===== config.mk =====
export PLATFORM = sky130hd
export DESIGN_NAME = adc_seq
export DESIGN_NICKNAME = d
export VERILOG_FILES = /design/src/rtl/adc_seq_pkg.sv /design/src/rtl/adc_seq_ctrl.sv /design/src/rtl/adc_seq_dp.sv /design/src/rtl/adc_seq.sv
export SDC_FILE = /design/constraint.sdc
export NUM_CORES = 1
export LEC_CHECK = 0
export BUFFER_PORTS_ARGS = -buffer_cell sky130_fd_sc_hd__buf_2
export CAP_MARGIN = 20
export CORE_ASPECT_RATIO = 1.75
export CORE_MARGIN = 8
export CORE_UTILIZATION = 48
export DETAILED_ROUTE_END_ITERATION = 10
export GPL_TIMING_DRIVEN = 0
export HOLD_SLACK_MARGIN = 0.08
export PLACE_DENSITY = 0.75
export REMOVE_ABC_BUFFERS = 1
export SYNTH_ARGS = -nofsm -noshare
export SYNTH_HDL_FRONTEND = slang
export SYNTH_SLANG_ARGS = --single-unit

===== constraint.sdc =====
create_clock -name clk -period 1.4 [get_ports clk]
set_input_delay 0.28 -clock clk [delete_from_list [all_inputs] [get_ports clk]]
set_output_delay 0.28 -clock clk [all_outputs]
set_load 0.01 [all_outputs]

===== src/rtl/adc_seq_pkg.sv =====
package adc_seq_pkg;
  typedef enum logic [1:0] {SEQ_IDLE, SEQ_START, SEQ_BUSY} seqState_t;

  typedef struct packed {
    logic ctrlWr;
    logic dataRd;
    logic load;
  } seqStrobes_t;
endpackage


===== src/rtl/adc_seq_ctrl.sv =====
module adc_seq_ctrl
  import adc_seq_pkg::*;
#(
  parameter int CHAN_W = 5
) (
  input  logic              clk,
  input  logic              rstN,
  input  logic              ctrlWr,
  input  logic              dataRd,
  input  logic [CHAN_W-1:0] wrChan,
  input  logic [CHAN_W-1:0] chanSel,
  input  logic              contMode,
  input  logic              stopMode,
  input  logic              coreDone,
  output logic              coreStart,
  output seqStrobes_t       strobes
);
  localparam logic [CHAN_W-1:0] PWR_DOWN = '1;

  seqState_t state;
  logic settle;
  logic resumePend;
  logic stopQ;

  always_ff @(posedge clk) begin
    if (!rstN) begin
      state      <= SEQ_IDLE;
      settle     <= 1'b0;
      resumePend <= 1'b0;
      stopQ      <= 1'b0;
    end else begin
      stopQ <= stopMode;
      if (stopMode) begin
        state  <= SEQ_IDLE;
        settle <= 1'b0;
        if (ctrlWr)
          resumePend <= (wrChan != PWR_DOWN);
        else if (state != SEQ_IDLE || (contMode && chanSel != PWR_DOWN))
          resumePend <= 1'b1;
      end else if (ctrlWr) begin
        state      <= (wrChan != PWR_DOWN) ? SEQ_START : SEQ_IDLE;
        settle     <= 1'b0;
        resumePend <= 1'b0;
      end else if (stopQ) begin
        if (resumePend) begin
          state  <= SEQ_START;
          settle <= 1'b1;
        end
        resumePend <= 1'b0;
      end else begin
        case (state)
          SEQ_START: state <= SEQ_BUSY;
          SEQ_BUSY: if (coreDone) begin
            if (settle) begin
              settle <= 1'b0;
              state  <= SEQ_START;
            end else begin
              state <= (contMode && chanSel != PWR_DOWN) ? SEQ_START : SEQ_IDLE;
            end
          end
          default: state <= SEQ_IDLE;
        endcase
      end
    end
  end

  always_comb begin
    coreStart      = (state == SEQ_START) && !stopMode && !ctrlWr;
    strobes.ctrlWr = ctrlWr;
    strobes.dataRd = dataRd;
    strobes.load   = (state == SEQ_BUSY) && coreDone && !settle && !ctrlWr && !stopMode;
  end
endmodule


===== src/rtl/adc_seq_dp.sv =====
module adc_seq_dp
  import adc_seq_pkg::*;
#(
  parameter int CHAN_W = 5,
  parameter int DATA_W = 8
) (
  input  logic              clk,
  input  logic              rstN,
  input  seqStrobes_t       strobes,
  input  logic [DATA_W-1:0] wrData,
  input  logic [DATA_W-1:0] coreResult,
  output logic [CHAN_W-1:0] chanSel,
  output logic              contMode,
  output logic              irqEn,
  output logic              sharedRd,
  output logic              dmaSel,
  output logic              irqPend,
  output logic [DATA_W-1:0] dataVal
);
  localparam int CTRL_W = CHAN_W + 3;

  logic [CTRL_W-1:0] ctrlReg;
  logic doneFlag;

  always_ff @(posedge clk) begin
    if (!rstN) begin
      ctrlReg  <= CTRL_W'({CHAN_W{1'b1}});
      dataVal  <= '0;
      doneFlag <= 1'b0;
      irqPend  <= 1'b0;
    end else if (strobes.ctrlWr) begin
      ctrlReg  <= wrData[CTRL_W-1:0];
      doneFlag <= 1'b0;
      irqPend  <= 1'b0;
    end else if (strobes.load) begin
      dataVal  <= coreResult;
      doneFlag <= 1'b1;
      irqPend  <= irqEn;
    end else if (strobes.dataRd) begin
      doneFlag <= 1'b0;
      irqPend  <= 1'b0;
    end
  end

  always_comb begin
    chanSel  = ctrlReg[CHAN_W-1:0];
    contMode = ctrlReg[CHAN_W];
    irqEn    = ctrlReg[CHAN_W+1];
    dmaSel   = ctrlReg[CHAN_W+2];
    sharedRd = irqEn ? dmaSel : doneFlag;
  end
endmodule


===== src/rtl/adc_seq.sv =====
module adc_seq
  import adc_seq_pkg::*;
#(
  parameter int CHAN_W = 5,
  parameter int DATA_W = 8
) (
  input  logic              clk,
  input  logic              rstN,
  input  logic              wrEn,
  input  logic              rdEn,
  input  logic              addr,
  input  logic [DATA_W-1:0] wrData,
  output logic [DATA_W-1:0] rdData,
  output logic              coreStart,
  output logic [CHAN_W-1:0] coreChan,
  input  logic              coreDone,
  input  logic [DATA_W-1:0] coreResult,
  input  logic              waitMode,
  input  logic              stopMode,
  output logic              cpuIrq,
  output logic              dmaIrq,
  output logic              wakeReq
);
  seqStrobes_t strobes;
  logic [CHAN_W-1:0] chanSel;
  logic [DATA_W-1:0] dataVal;
  logic contMode, irqEn, sharedRd, dmaSel, irqPend;
  logic ctrlWr, dataRd;

  assign ctrlWr = wrEn && !addr;
  assign dataRd = rdEn && addr;

  adc_seq_ctrl #(.CHAN_W(CHAN_W)) u_ctrl (
    .clk(clk), .rstN(rstN), .ctrlWr(ctrlWr), .dataRd(dataRd),
    .wrChan(wrData[CHAN_W-1:0]), .chanSel(chanSel), .contMode(contMode),
    .stopMode(stopMode), .coreDone(coreDone), .coreStart(coreStart),
    .strobes(strobes)
  );

  adc_seq_dp #(.CHAN_W(CHAN_W), .DATA_W(DATA_W)) u_dp (
    .clk(clk), .rstN(rstN), .strobes(strobes), .wrData(wrData),
    .coreResult(coreResult), .chanSel(chanSel), .contMode(contMode),
    .irqEn(irqEn), .sharedRd(sharedRd), .dmaSel(dmaSel),
    .irqPend(irqPend), .dataVal(dataVal)
  );

  always_comb begin
    coreChan = chanSel;
    cpuIrq   = irqPend && !dmaSel;
    dmaIrq   = irqPend && dmaSel;
    wakeReq  = waitMode && cpuIrq;
    rdData   = addr ? dataVal : DATA_W'({sharedRd, irqEn, contMode, chanSel});
  end
endmodule


==> flow_metrics.env <==
export IMPL_outcome="finished, final reports clean"
export IMPL_setup_ws_ps=74.6
export IMPL_slew_headroom=0.709
export IMPL_synth_warnings=0
export IMPL_drt_first_pass_iters=5
export IMPL_insertion_delay_ps=270
export IMPL_via_count=1199
export IMPL_rsz0062_at_grt="no"
export IMPL_pin_count=41
export IMPL_syn_area_sq_um=1160
export IMPL_die_area_sq_um=4300
export IMPL_fill_cells=199
export IMPL_cts_hold_buf=0
export IMPL_final_antenna_net_count=0
export IMPL_required_ps=1120
export IMPL_finalCritPeriodShare=0.947
export IMPL_end_kind="output pin"
export IMPL_max_freq_mhz=754
export IMPL_floorplan_initialDensity=0.503
export IMPL_cts_tree="yes"
export IMPL_final_nets=195
export IMPL_io_buffers=40
export IMPL_p_leak_uw=0.000601
export IMPL_startpoint_type="register"
export IMPL_netlist_instances=136
export IMPL_cts_buffer_depth=2
export IMPL_finClkSkew_ps=4.14
export IMPL_layout_common_cells="39 x buf_2, 21 x nand2_1, 20 x dfxtp_1"
export IMPL_crit_family="flip-flops"
export IMPL_worst_pin_slew_ps=432
export IMPL_fp_dieW_um=53.1
export IMPL_post_place_ws_ps=-423
export IMPL_grt_pass1_vias=1223
export IMPL_hold_violations=0
export IMPL_cts_setup_buffers=0
export IMPL_dp_final_hpwl_mm=2.48
export IMPL_antenna_found_initial=0
export IMPL_slowest_stage="dfxtp_2"
export IMPL_fin_area_sq_um=1420
export IMPL_num_rows=23
export IMPL_diodes=0
export IMPL_placed_area_sq_um=1340
export IMPL_synth_avg_cell_area_sq_um=8.52
export IMPL_yosysUniqueCellTypes=31
export IMPL_final_layout_size_suffix_gt1_frac=0.359
export IMPL_numCtsBuffers=3
export IMPL_grt_max_degree=23
export IMPL_postLayoutCoreUtil=0.616
export IMPL_syn2layout_area_growth_pct=22.5
export IMPL_drt_wl_total_mm=3.32
export IMPL_path_cells="nor4b_2, buf_2"
export IMPL_ys_ff_latch=23
export IMPL_cts_sinks=23
export IMPL_p_per_area_nw_per_um2=911
export IMPL_vdd_ir_drop_worst_mv=0.678
export IMPL_gr_total_overflow=0
export IMPL_vias_per_cell=6.15
export IMPL_max_stage_delay_ps=360
export IMPL_ctsRootBufferMaster="clkbuf_8"
export IMPL_layout_commonest_cell="buf_2"
export IMPL_grt_pass1_wl_mm=5.13
export IMPL_crit_type="reg2out"
export IMPL_r2r_start="u_ctrl.settle"
export IMPL_layout_cells_non_filler=195
export IMPL_hp_start="wrData[4]"
export IMPL_path_buf_inv=1
export IMPL_min_period_ps=1330
export IMPL_grt_usage=0.152
export IMPL_worst_path_max_fanout=7
export IMPL_die_h_um=81.0
export IMPL_drv_slew=0
export IMPL_drv_cap=0
export IMPL_drc=0
export IMPL_wire_per_inst_um=17.0
export IMPL_dp_cells=191
export IMPL_coreArea_sq_um=2300
export IMPL_place_congestion=0.769
export IMPL_ys_seq_area_frac=0.397
export IMPL_cp_arrival_ps=1050
export IMPL_clkTransAtPathRegs_ps=80
export IMPL_hold_class="in2reg"
export IMPL_setup_viol=0
export IMPL_hold_slack_ps=238
export IMPL_cts_htree_levels=1
export IMPL_startpoint="u_ctrl.state[1]"
export IMPL_drt_iter0_drc=52
==> power by group <==
| part | internal [uW] | switching [uW] |
|---|---|---|
| logic | 83.2 | 109 |
| registers | 671 | 20.0 |
| clock network | 203 | 206 |
| total | 958 | 335 |
==> worst register-to-register path: stages, from the launching register on <==
cell	delay (ps)
dfxtp_1	340
nand4bb_2	420
o31ai_1	330
a21oi_1	110
==> metrics by stage <==
step           setup TNS, ps  total power, uW
5_1_grt                    0             1340
3_3_place_gp          -11990              884
6_report                   0             1290
4_1_cts                    0             1300
3_5_place_dp           -5620              893
2_1_floorplan           -299              794
==> cell type report <==
cell class                 instances  area, sq um  area share
sequential                        23          467       0.329
multi-input combinational         99          651       0.459
inverter                           3         11.3     0.00794
timing repair buffer              41          214       0.151
clock buffer                       4         45.0      0.0317
tap                               25         31.3      0.0220
==> metal layers <==
metal / GRT usage / vias up / routed length, um
li1: - / 566 / -
met1: 0.146 / 575 / 1280
met2: 0.279 / 49 / 1750
met3: 0.0347 / 9 / 206
met4: 0.0838 / 0 / 79
met5: 0 / - / 0
==> cells by family after synthesis <==
family | Yosys count | share of synthesized area
simple gates | 59 | 0.282
compound gates | 32 | 0.185
flops | 23 | 0.397
mux | 8 | 0.0767
buf+inv | 14 | 0.0594
==> cell usage after synthesis <==
| cell | n | area (sq um) |
|---|---|---|
| and2_1 | 3 | 18.8 |
| nor2b_1 | 4 | 25.0 |
| o311ai_1 | 1 | 8.76 |
| buf_4 | 3 | 22.5 |
| nor4_1 | 1 | 6.26 |
| mux2_2 | 7 | 78.8 |
| and4bb_2 | 1 | 12.5 |
| o21ba_1 | 1 | 10.0 |
| nand3b_1 | 2 | 15.0 |
| o32ai_2 | 1 | 16.3 |
| nand4bb_1 | 1 | 11.3 |
| a221oi_2 | 1 | 15.0 |
| nor2_1 | 1 | 3.75 |
| nand2b_1 | 1 | 6.26 |
| nor3_1 | 2 | 10.0 |
| nand3_1 | 8 | 40.0 |
| nand2_1 | 21 | 78.8 |
| nor4b_1 | 1 | 8.76 |
| and3b_1 | 1 | 8.76 |
| mux2i_1 | 1 | 10.0 |
| a211oi_1 | 1 | 7.51 |
| and4bb_1 | 1 | 12.5 |
| dfxtp_1 | 23 | 460 |
| inv_1 | 3 | 11.3 |
| a21oi_1 | 14 | 70.1 |
| o31ai_1 | 8 | 60.1 |
| buf_2 | 4 | 20.0 |
| o21ai_0 | 4 | 20.0 |
| a31oi_1 | 1 | 6.26 |
| nand4_1 | 11 | 68.8 |
| clkbuf_1 | 4 | 15.0 |
==> registers in the layout, indices dropped and copies added, names as in the netlist <==
name,flops
u_dp.ctrlReg,8
u_dp.dataVal,8
u_ctrl.state,2
u_ctrl.resumePend,1
u_ctrl.settle,1
u_ctrl.stopQ,1
u_dp.doneFlag,1
u_dp.irqPend,1
==> final timing paths <==
check,end,slack (ps),cells past startpoint
setup reg to reg,u_dp.dataVal[4],80,3
setup / recovery,coreStart,70,2
hold / removal,u_dp.ctrlReg[4],240,3
hold reg to reg,u_dp.doneFlag,460,2
==> timing repair <==
| item | CTS | global route |
|---|---|---|
| gates resized for setup | 5 | 5 |
| endpoints found under the hold margin | 0 | 0 |
| endpoints found under the setup margin | 13 | 2 |
| pin swaps | 0 | 0 |
Note: power is estimated with default switching activity, not from simulation.
